File: src/rtl/lpc_trk_pkg.sv
package lpc_trk_pkg;
  localparam int NIB_W = 4;

  typedef enum logic [1:0] {
    PH_IDLE = 2'd0,
    PH_HDR  = 2'd1,
    PH_SYNC = 2'd2,
    PH_RSVD = 2'd3
  } phase_e;

  typedef enum logic [1:0] {
    K_IO   = 2'd0,
    K_MEM  = 2'd1,
    K_DMA  = 2'd2,
    K_RSVD = 2'd3
  } kind_e;

  typedef enum logic [2:0] {
    ST_NONE    = 3'd0,
    ST_OK      = 3'd1,
    ST_OK_MORE = 3'd2,
    ST_ERR     = 3'd3,
    ST_PROTO   = 3'd4,
    ST_ABORT   = 3'd5,
    ST_TIMEOUT = 3'd6
  } status_e;

  localparam logic [NIB_W-1:0] SY_READY = 4'h0;
  localparam logic [NIB_W-1:0] SY_SHORT = 4'h5;
  localparam logic [NIB_W-1:0] SY_LONG  = 4'h6;
  localparam logic [NIB_W-1:0] SY_MORE  = 4'h9;
  localparam logic [NIB_W-1:0] SY_FAULT = 4'hA;

  localparam logic [1:0] SZ_RSVD = 2'b10;
endpackage

File: src/rtl/lpc_hdr_decode.sv
module lpc_hdr_decode
  import lpc_trk_pkg::*;
(
  input  logic [NIB_W-1:0] nib_i,
  output logic [1:0]       kind_o,
  output logic             write_o,
  output logic             type_bad_o,
  output logic [1:0]       size_o,
  output logic             size_bad_o
);
  always_comb begin
    kind_o     = nib_i[3:2];
    write_o    = nib_i[1];
    type_bad_o = (nib_i[3:2] == K_RSVD) || nib_i[0];
    size_o     = nib_i[1:0];
    size_bad_o = (nib_i[1:0] == SZ_RSVD);
  end
endmodule

File: src/rtl/lpc_sync_classify.sv
module lpc_sync_classify
  import lpc_trk_pkg::*;
(
  input  logic [NIB_W-1:0] nib_i,
  input  logic             is_dma_i,
  output logic             short_o,
  output logic             long_o,
  output logic             term_o,
  output status_e          term_status_o
);
  always_comb begin
    short_o       = 1'b0;
    long_o        = 1'b0;
    term_o        = 1'b1;
    term_status_o = ST_PROTO;
    unique case (nib_i)
      SY_READY: term_status_o = ST_OK;
      SY_SHORT: begin short_o = 1'b1; term_o = 1'b0; end
      SY_LONG:  begin long_o  = 1'b1; term_o = 1'b0; end
      SY_MORE:  term_status_o = is_dma_i ? ST_OK_MORE : ST_PROTO;
      SY_FAULT: term_status_o = ST_ERR;
      default:  term_status_o = ST_PROTO;
    endcase
  end
endmodule

File: src/rtl/lpc_wait_timer.sv
module lpc_wait_timer #(
  parameter int LIMIT = 8
) (
  input  logic clk,
  input  logic rst_n,
  input  logic clear_i,
  input  logic tick_i,
  output logic expire_o
);
  localparam int CW = $clog2(LIMIT + 1);
  localparam logic [CW-1:0] LAST = CW'(LIMIT - 1);

  logic [CW-1:0] cnt_q;

  assign expire_o = tick_i && (cnt_q == LAST);

  always_ff @(posedge clk or negedge rst_n) begin
    if (!rst_n)          cnt_q <= '0;
    else if (clear_i)    cnt_q <= '0;
    else if (tick_i && cnt_q != LAST) cnt_q <= cnt_q + 1'b1;
  end
endmodule

File: src/rtl/lpc_sync_tracker.sv
module lpc_sync_tracker
  import lpc_trk_pkg::*;
#(
  parameter int SHORT_WAIT_LIMIT = 8
) (
  input  logic       clk,
  input  logic       rst_n,
  input  logic       frame_start_i,
  input  logic [3:0] lad_i,
  input  logic [1:0] phase_i,
  output logic [1:0] cyc_kind_o,
  output logic       cyc_write_o,
  output logic [1:0] size_o,
  output logic [2:0] status_o,
  output logic       done_o
);
  typedef enum logic [1:0] {S_IDLE, S_TYPE, S_SIZE, S_SYNC} fsm_e;

  fsm_e       st_q;
  logic [1:0] kind_q, size_q;
  logic       wr_q, done_q;
  status_e    status_q;

  logic       hdr_v, sync_v;
  logic [1:0] d_kind, d_size;
  logic       d_wr, d_type_bad, d_size_bad;
  logic       s_short, s_long, s_term, t_expire, t_clear, t_tick;
  status_e    s_status;

  assign hdr_v  = (phase_i == PH_HDR);
  assign sync_v = (phase_i == PH_SYNC) && (st_q == S_SYNC);

  lpc_hdr_decode u_hdr (
    .nib_i(lad_i), .kind_o(d_kind), .write_o(d_wr), .type_bad_o(d_type_bad),
    .size_o(d_size), .size_bad_o(d_size_bad)
  );

  lpc_sync_classify u_sync (
    .nib_i(lad_i), .is_dma_i(kind_q == K_DMA), .short_o(s_short),
    .long_o(s_long), .term_o(s_term), .term_status_o(s_status)
  );

  assign t_clear = frame_start_i || (st_q != S_SYNC) || (sync_v && s_long);
  assign t_tick  = !frame_start_i && sync_v && s_short;

  lpc_wait_timer #(.LIMIT(SHORT_WAIT_LIMIT)) u_timer (
    .clk(clk), .rst_n(rst_n), .clear_i(t_clear), .tick_i(t_tick), .expire_o(t_expire)
  );

  always_ff @(posedge clk or negedge rst_n) begin
    if (!rst_n) begin
      st_q     <= S_IDLE;
      kind_q   <= '0;
      wr_q     <= 1'b0;
      size_q   <= '0;
      status_q <= ST_NONE;
      done_q   <= 1'b0;
    end else begin
      done_q <= 1'b0;
      if (frame_start_i) begin
        st_q     <= S_TYPE;
        kind_q   <= '0;
        wr_q     <= 1'b0;
        size_q   <= '0;
        status_q <= ST_NONE;
      end else begin
        unique case (st_q)
          S_TYPE: if (hdr_v) begin
            kind_q <= d_kind;
            wr_q   <= d_wr;
            if (d_type_bad) begin
              status_q <= ST_ABORT;
              done_q   <= 1'b1;
              st_q     <= S_IDLE;
            end else begin
              st_q <= S_SIZE;
            end
          end
          S_SIZE: if (hdr_v) begin
            size_q <= d_size;
            if (d_size_bad) begin
              status_q <= ST_ABORT;
              done_q   <= 1'b1;
              st_q     <= S_IDLE;
            end else begin
              st_q <= S_SYNC;
            end
          end
          S_SYNC: if (sync_v) begin
            if (s_term) begin
              status_q <= s_status;
              done_q   <= 1'b1;
              st_q     <= S_IDLE;
            end else if (t_expire) begin
              status_q <= ST_TIMEOUT;
              done_q   <= 1'b1;
              st_q     <= S_IDLE;
            end
          end
          default: ;
        endcase
      end
    end
  end

  assign cyc_kind_o  = kind_q;
  assign cyc_write_o = wr_q;
  assign size_o      = size_q;
  assign status_o    = status_q;
  assign done_o      = done_q;
endmodule

File: config.mk
export PLATFORM = sky130hd
export DESIGN_NAME = lpc_sync_tracker
export DESIGN_NICKNAME = d
export VERILOG_FILES = /design/src/rtl/lpc_trk_pkg.sv /design/src/rtl/lpc_hdr_decode.sv /design/src/rtl/lpc_sync_classify.sv /design/src/rtl/lpc_wait_timer.sv /design/src/rtl/lpc_sync_tracker.sv
export SDC_FILE = /design/constraint.sdc
export NUM_CORES = 1
export LEC_CHECK = 0
export ABC_AREA = 1
export BUFFER_PORTS_ARGS = -buffer_cell sky130_fd_sc_hd__buf_2
export CAP_MARGIN = 40
export CELL_PAD_IN_SITES_DETAIL_PLACEMENT = 0
export CELL_PAD_IN_SITES_GLOBAL_PLACEMENT = 1
export CORE_MARGIN = 3
export CORE_UTILIZATION = 37
export CTS_BUF_LIST = sky130_fd_sc_hd__clkbuf_8
export CTS_CLUSTER_DIAMETER = 200
export DETAILED_ROUTE_END_ITERATION = 7
export PLACE_DENSITY = 0.86
export SYNTH_ARGS = -nofsm -noshare
export SYNTH_HDL_FRONTEND = slang
export SYNTH_SLANG_ARGS = --single-unit
File: constraint.sdc
create_clock -name clk -period 1.5 [get_ports clk]
set_input_delay 0.15 -clock clk [delete_from_list [all_inputs] [get_ports clk]]
set_output_delay 0.15 -clock clk [all_outputs]
set_load 0.05 [all_outputs]
==> results.ini, run 1 <==
[layout]
antennaDiodeCount=0
multi_input_area_um2=663.1
stdcell_area_um2=1313
drive_gt1_frac=0.3506
fin_cells=184
n_fill_cell=246
nNetsFinal=169
regArea_um2=377.9
syn2layout_area_growth_pct=30.47

[sta]
hold_slack_ns=0.1994
skew_ns=0.008360
worstMarginPinSlew_ns=0.3542
fin_ws_ns=0.01779
fin_crit_ns=1.482
fmax_mhz=674.7
max_slew_margin=0.7638
finalHoldViolCount=0
rsz0062_at_grt=yes
drv_slew=0
final.period_utilization=0.9881
finalSetupViolCount=0

[pwr]
p_seq_frac=0.319
switchingPower_uw=720.9
combPwrFrac=0.491
peakVddDrop_mv=0.9855
clkPwrFrac=0.191
p_total_mw=1.679
p_per_area_nw_per_um2=1279
power.internal_uw=957.8
leakagePower_nw=0.6302
sw_frac_of_total=0.4295

[run]
drv_cap=0

[drt]
drc_errors=0
antenna_left=0
top_layer=met4
routedWlPerCell_um=12.83
drt_first_pass_iters=4
met2WireLength_mm=1.263
via_per_inst=5.130
wl_mm=2.361
drtIter0Drc=20
via_count=944
wl_met3_um=68
met1_length_mm=1.017

[worst_setup_path]
cp-start-kind=register
required_ns=1.68
endpoint_kind=register
path_class=register to register
worstPathMaxFanout=5
arrival_ns=1.66

[clocking]
clock_latency_ns=0.25
clock_path_buffers=2
cts_root_buf=clkbuf_8
cts_tree=yes
cts_made_buffers=3
cts.sink_count=15
cts_max_level=1
clk_pin_slew_ns=0.07

[grt]
grt_pass1_vias=918
antenna_found_initial=0
grt_overflow=0
grt_max_degree=16
grtUsageTotal=0.1516
grt_pass1_wl_mm=4.002

[die]
die_area_um2=3380
core_area_um2=2522
die_h_um=58.14
start_util=0.3988
fp-row-count=18
die_w_um=58.14
pin_count=18

[logic_synthesis]
synth_fp_nets=143
synth.top_cell.area_share=0.3731
ys_ff_latch=15
synth_area_per_cell_um2=7.798
yosys.area.top_type=dfrtp_1
yosys_warnings=0
synth_area_um2=1006
yosysSeqAreaShare=0.3731
synth.distinct_cells=29
syn_inst=129
synth_area_leaders=dfrtp_1 37%, nand2_1 11%, nand3_1 7.0%

[place]
placed_cells=175
hpwl_mm=1.810
dpl_cell_area_um2=1117
gp_congestion=0.8099
dp_slack_ns=-0.008353
numPortBuffers=17

[run_status]
outcome=complete, no violations

[hold_path]
hold_path_class=input pin to register

[layout by cell type, fill, tap and decap left out, types with 5 or more instances in the layout]
master	instances
inv_1	10
buf_4	5
o21ai_1	6
nand2_1	27
nand3_1	12
nor2_1	11
dfrtp_1	13
inv_2	6
buf_2	17
[worst max-delay path: stages, from the launching register on]
cell,delay [ns]
dfrtp_2,0.42
ha_4,0.17
nand2_4,0.06
nor3_4,0.20
nand2_1,0.10
or2_4,0.27
nand2_4,0.07
nand3b_1,0.07
nand2_1,0.06
[worst paths after layout]
kind,slack [ns],cells past startpoint,end,startpoint
max,0.02,8,u_timer.cnt_q[3],st_q[1]
min reg2reg,0.49,2,status_o[2],status_o[2]
min in group asynchronous,0.34,2,u_timer.cnt_q[0],rst_n
max reg2reg,0.02,8,u_timer.cnt_q[3],st_q[1]
min,0.20,3,cyc_kind_o[0],lad_i[2]
max in group asynchronous,0.87,2,st_q[1],rst_n
[cell families after synthesis]
logic type / synth area share
buf+inv: 0.07462
fa+ha+maj: 0.06219
simple gates: 0.3259
xor+xnor: 0.008708
compound gates: 0.1455
mux: 0.009951
flops: 0.3731
[registers in the layout, indices dropped and copies added, names as in the netlist]
register,flops
u_timer.cnt_q,4
status_o,3
cyc_kind_o,2
size_o,2
st_q,2
cyc_write_o,1
done_o,1
[synth_stat cells (all sizes together)]
master / n
o21ai: 9
o211ai: 1
nand3: 15
a21oi: 3
ha: 5
nor3: 1
a2bb2oi: 1
buf: 2
dfrtp: 15
a21boi: 1
o2111ai: 1
nor2: 15
nand2: 33
or2: 2
mux2i: 1
o21a: 1
nand3b: 1
nand4: 2
o31ai: 4
xor2: 1
inv: 15
[area by class of cell]
class                   count  share of cell area
flip-flops and latches     15              0.2879
multi-input cells          97              0.5052
repair buffers             23              0.1010
clock inverters             1            0.002860
inverters                  15             0.04290
clock buffers               3             0.03146
well taps                  30             0.02860
[power groups by stage]
stage / Combinational [mW] / Sequential [mW] / Clock (mW)
after floorplan: 0.341 / 0.667 / 0
after global placement: 0.632 / 0.517 / 0
after detailed placement: 0.642 / 0.524 / 0
after CTS: 0.687 / 0.517 / 0.330
after global routing: 0.901 / 0.543 / 0.352
final: 0.823 / 0.535 / 0.320
[layer usage]
metal,up-vias,GRT usage
met5,-,0
met4,0,0.02980
met3,2,0.02673
met2,19,0.2710
met1,447,0.1909
li1,476,-
[stage by stage]
| stage | utilization | TNS [ns] |
|---|---|---|
| 2_1_floorplan | - | 0 |
| 3_3_place_gp | 0.4430 | 0 |
| 3_5_place_dp | 0.4430 | -0.008353 |
| 4_1_cts | 0.4802 | 0 |
| 5_1_grt | 0.5203 | -0.5483 |
| 6_report | 0.5203 | 0 |
[timing repair]
item / 4_1_cts / 5_1_grt
resized for setup: 5 / 17
pin swaps: 3 / 8
hold buffers: 1 / 0
hold endpoints to repair: 15 / 0
setup endpoints to repair: 2 / 10
buffers inserted: 1 / 3
(Power assumes the default switching activity.)
==> inputs of run 2 (changes only) <==
--- a/config.mk
+++ b/config.mk
@@ -15,7 +15,7 @@
 export CTS_BUF_LIST = sky130_fd_sc_hd__clkbuf_8
 export CTS_CLUSTER_DIAMETER = 200
 export DETAILED_ROUTE_END_ITERATION = 7
-export PLACE_DENSITY = 0.86
+export PLACE_DENSITY_LB_ADDON = 0.1
 export SYNTH_ARGS = -nofsm -noshare
 export SYNTH_HDL_FRONTEND = slang
 export SYNTH_SLANG_ARGS = --single-unit
==> run 2 against run 1 <==
  * Non-clock buffer count increased by 6
  * Die area unchanged
  * Register-to-register slack about the same
  * Via count increased by 0.32%
  * Highest routed layer unchanged
==> results.ini, run 2 (synthesis results as in run 1) <==
[run]
drv_cap=0

[run_status]
outcome=complete, no violations

[pwr]
leakagePower_nw=0.6619
p_per_area_nw_per_um2=1238
power.internal_uw=959.7
clkPwrFrac=0.191
p_total_mw=1.665
peakVddDrop_mv=0.9016
sw_frac_of_total=0.4235
p_seq_frac=0.319
switchingPower_uw=705.0
combPwrFrac=0.490

[worst_setup_path]
cpMostUsedCell=nand2_4
path_cells=ha_4 -> nand2_4 -> nor3_4 -> nand2_2 -> or2_4 -> nand2_4 -> mux2i_1
r2r_slack_ns=0.03
cp_slowest_cell=dfrtp_2
reg2reg_depth=7
cp-start-kind=register
required_ns=1.62
worstReg2RegStart=st_q[0]
arrival_ns=1.60
r2r-end=u_timer.cnt_q[0]
endpoint_kind=register
max_stage_delay_ns=0.41
crit_buf_inv=0
critPathTopFamily=simple AND/OR/NAND/NOR gates
path_class=register to register
worstPathMaxFanout=5

[sta]
finalSetupViolCount=0
rsz0062_at_grt=yes
worstMarginPinSlew_ns=0.3760
drv_slew=0
skew_ns=0.005223
max_slew_margin=0.7493
hold_slack_ns=0.2000
final.period_utilization=0.9814
finalHoldViolCount=0
fmax_mhz=679.3
fin_ws_ns=0.02791
fin_crit_ns=1.472

[clocking]
clock_latency_ns=0.25
cts.sink_count=15
cts_root_buf=clkbuf_8
clk_pin_slew_ns=0.06
cts_tree=yes
cts_max_level=1
clock_path_buffers=2
cts_made_buffers=3

[layout]
multi_input_area_um2=650.6
n_fill_cell=264
mostFrequentLayoutCells=26 x nand2_1, 17 x buf_2, 13 x dfrtp_1
top_register=u_timer.cnt_q
regArea_um2=377.9
drive_gt1_frac=0.3875
final_common_cell=nand2_1
largest_reg_flops=4
syn2layout_area_growth_pct=33.71
nNetsFinal=175
stdcell_area_um2=1345
antennaDiodeCount=0

[die]
core_area_um2=2522
start_util=0.3988
die_h_um=58.14
die_area_um2=3380
pin_count=18
fp-row-count=18
die_w_um=58.14

[place]
dpl_cell_area_um2=1132
gp_congestion=0.9085
dp_slack_ns=-0.01234
hpwl_mm=1.817
numPortBuffers=17

[hold_path]
hp-start=lad_i[2]
whs_endpoint=cyc_kind_o[0]
hold_path_class=input pin to register
min_path_cells=3

[drt]
via_per_inst=4.984
antenna_left=0
routedWlPerCell_um=13.23
drtIter0Drc=16
drt_first_pass_iters=4
drc_errors=0
wl_mm=2.514
via_count=947

[grt]
antenna_found_initial=0
grt_max_degree=16
grt_overflow=0
grt_pass1_vias=924
grtUsageTotal=0.1597
grt_pass1_wl_mm=4.091

==> run 2: changes by cell type in the layout (fill, tap and decap cells not counted), sizes merged <==
cell and delta:
buf +6
==> run 2: how the worst max path moves through the flow <==
| stage | cells past startpoint | slack, ns | endpoint | from |
|---|---|---|---|---|
| detailed placement | 8 | -0.01 | status_o[1] | st_q[0] |
| finish | 7 | 0.03 | u_timer.cnt_q[0] | st_q[0] |
| floorplan | 8 | 0.08 | status_o[1] | st_q[0] |
| global route | 8 | -0.08 | status_o[2] | st_q[0] |
| global placement | 8 | 0.02 | st_q[1] | st_q[0] |
| CTS | 8 | -0.003 | st_q[0] | st_q[0] |
==> run 2: final cells by class <==
cell class                      instances  area share
Multi-Input combinational cell         97      0.4837
Timing Repair Buffer                   29      0.1321
Clock buffer                            3     0.03070
Sequential cell                        15      0.2809
Clock inverter                          1    0.002791
Tap cell                               30     0.02791
Inverter                               15     0.04186
==> run 2: worst reg2reg max path, stage by stage (launching register included) <==
cell	delay, ns
dfrtp_2	0.41
ha_4	0.17
nand2_4	0.07
nor3_4	0.21
nand2_2	0.07
or2_4	0.27
nand2_4	0.08
mux2i_1	0.07
==> run 2: timing repair <==
action	in CTS	in global routing
endpoints found under the setup margin	8	10
gates resized for setup	2	20
cloned	0	0
hold endpoints to repair	15	0
pin swaps	1	8
hold buffers	1	0
buffers inserted	0	8
==> run 2: metrics by stage <==
step	utilization	setup TNS, ns	cells
after CTS	0.4737	-0.004542	182
after global placement	0.4489	0	177
final	0.5332	0	190
after detailed placement	0.4489	-0.02285	177
after global routing	0.5332	-0.4737	190
after floorplan	-	0	129
==> run 2: power by group through the flow <==
stage	Clock (mW)	Combinational, mW	Sequential (mW)
2_1_floorplan	0	0.341	0.667
3_3_place_gp	0	0.650	0.518
3_5_place_dp	0	0.651	0.520
4_1_cts	0.334	0.660	0.514
5_1_grt	0.352	0.890	0.542
6_report	0.318	0.815	0.531
==> run 2: per-layer routing <==
layer / share of wire / GRT usage
met2: 0.49 / 0.2548
met5: 0 / 0
met4: 0.0060 / 0.06954
met1: 0.47 / 0.2121
met3: 0.031 / 0.02673
==> inputs of run 3 (changes only) <==
==> constraint.sdc (replaced) <==
create_clock -name clk -period 1.2 [get_ports clk]
set_input_delay 0.12 -clock clk [delete_from_list [all_inputs] [get_ports clk]]
set_output_delay 0.12 -clock clk [all_outputs]
set_load 0.05 [all_outputs]
==> run 3 against run 2 <==
  * The run now ends with negative setup slack left
  * Clock power up 33%
  * Routed wire length up 3.8%
  * Critical path depth up 1
  * First-iteration DRC count up 75%
  * Clock-buffer cell count unchanged
  * Design area up 2.2%
  * Sequential power up 25%
  * Clock skew up 0.00062 ns
  * Critical endpoint is now u_timer.cnt_q[3]
==> results.ini, run 3 (synthesis results as in run 1) <==
[worst_setup_path]
worstReg2RegStart=st_q[0]
cp-start-kind=register
reg2reg_depth=8
endpoint_kind=register
required_ns=1.39
r2r_slack_ns=-0.26
setup.worst_path.end=u_timer.cnt_q[3]
arrival_ns=1.65
r2r-end=u_timer.cnt_q[3]
path_class=register to register
worstPathMaxFanout=5
startpoint=st_q[0]

[drt]
drtIter0Drc=28
wl_mm=2.609
via_per_inst=4.917
drt_first_pass_iters=4
routedWlPerCell_um=13.59
antenna_left=0
drc_errors=0
via_count=944

[layout]
fin_cells=192
mostFrequentLayoutCells=26 x nand2_1, 17 x buf_2, 13 x dfrtp_1, 13 x buf_4, 11 x nand3_1
nNetsFinal=177
multi_input_area_um2=665.6
stdcell_area_um2=1375
top_register=u_timer.cnt_q
antennaDiodeCount=0
final_core_util=0.5451
n_fill_cell=237
drive_gt1_frac=0.4136
syn2layout_area_growth_pct=36.69
final_common_cell=nand2_1
largest_reg_flops=4
regArea_um2=377.9

[run_status]
violations=negative setup slack
outcome=finished, violations left

[die]
die_area_um2=3380
pin_count=18
fp-row-count=18
die_w_um=58.14
die_h_um=58.14
core_area_um2=2522
start_util=0.3988

[clocking]
cts_max_level=1
cts_made_buffers=3
clock_path_buffers=2
cts.sink_count=15
clock_latency_ns=0.25
cts_tree=yes
clk_pin_slew_ns=0.07
cts_root_buf=clkbuf_8

[sta]
hold_slack_ns=0.1685
worstMarginPinSlew_ns=0.3544
fin_crit_ns=1.458
drv_slew=0
fin_ws_ns=-0.2582
setup_tns_ns=-2.168
final.period_utilization=1.215
fmax_mhz=685.8
max_slew_margin=0.7637
finalHoldViolCount=0
rsz0062_at_grt=yes
finalSetupViolCount=11
skew_ns=0.005840

[grt]
grtUsageTotal=0.1666
grt_max_degree=16
antenna_found_initial=0
grt_pass1_wl_mm=4.284
grt_pass1_vias=970
grt_overflow=0

[pwr]
leakagePower_nw=0.6734
p_per_area_nw_per_um2=1541
p_total_mw=2.120
peakVddDrop_mv=1.304

[place]
dp_slack_ns=-0.2716
gp_congestion=0.8729
numPortBuffers=17
placed_cells=184
hpwl_mm=1.918
dpl_cell_area_um2=1192

[run]
drv_cap=0

[hold_path]
hold_path_class=input pin to register

[run 3: changes by cell type in the layout (fill, tap and decap cells not counted), moves of 2 or more]
cell,change
o31ai_1,-2
nor2_2,+2
o31ai_2,+2
buf_4,+2
[run 3: routing by layer]
metal | global-route usage | up-vias | part of all wire
li1 | - | 493 | -
met1 | 0.2050 | 427 | 0.45
met2 | 0.2855 | 22 | 0.50
met3 | 0.02895 | 2 | 0.042
met4 | 0.06954 | 0 | 0.0092
met5 | 0 | - | 0
[run 3: timing repair]
| item | 4_1_cts | 5_1_grt |
|---|---|---|
| gates cloned | 0 | 0 |
| hold buffers | 1 | 0 |
| pin swaps | 4 | 3 |
| hold endpoints to repair | 15 | 0 |
| setup buffers | 2 | 1 |
| endpoints found under the setup margin | 12 | 15 |
| resized for setup | 14 | 9 |
[run 3: how the worst min path moves through the flow]
| stage | from | endpoint | slack [ns] | cells after the start |
|---|---|---|---|---|
| global placement | rst_n | u_timer.cnt_q[0] | 0.05 | 1 |
| CTS | lad_i[2] | cyc_kind_o[0] | 0.17 | 3 |
| global route | lad_i[2] | cyc_kind_o[0] | 0.18 | 3 |
| finish | lad_i[3] | cyc_kind_o[1] | 0.17 | 3 |
| floorplan | rst_n | cyc_kind_o[0] | -0.18 | 0 |
| detailed placement | rst_n | u_timer.cnt_q[0] | 0.05 | 1 |
[run 3: final cells by class]
cell class              count  share of cell area
multi-input cells          97              0.4841
flip-flops and latches     15              0.2748
repair buffers             31              0.1401
inverters                  15             0.04095
clock buffers               3             0.03003
well taps                  30             0.02730
clock inverters             1            0.002730
[run 3: where the power goes]
part           total, mW  internal, mW  leakage, nW  switching [mW]
clock network      0.424         0.227       0.0269           0.197
logic               1.03         0.383        0.446           0.647
registers          0.666         0.592        0.200          0.0734
[run 3: worst max-delay path: stages, from the launching register on]
cell,delay [ns]
dfrtp_2,0.41
ha_4,0.17
nand2_4,0.07
nor3_4,0.16
nand2_1,0.10
or2_4,0.28
nand2_4,0.07
nand3b_1,0.07
nand2_1,0.07
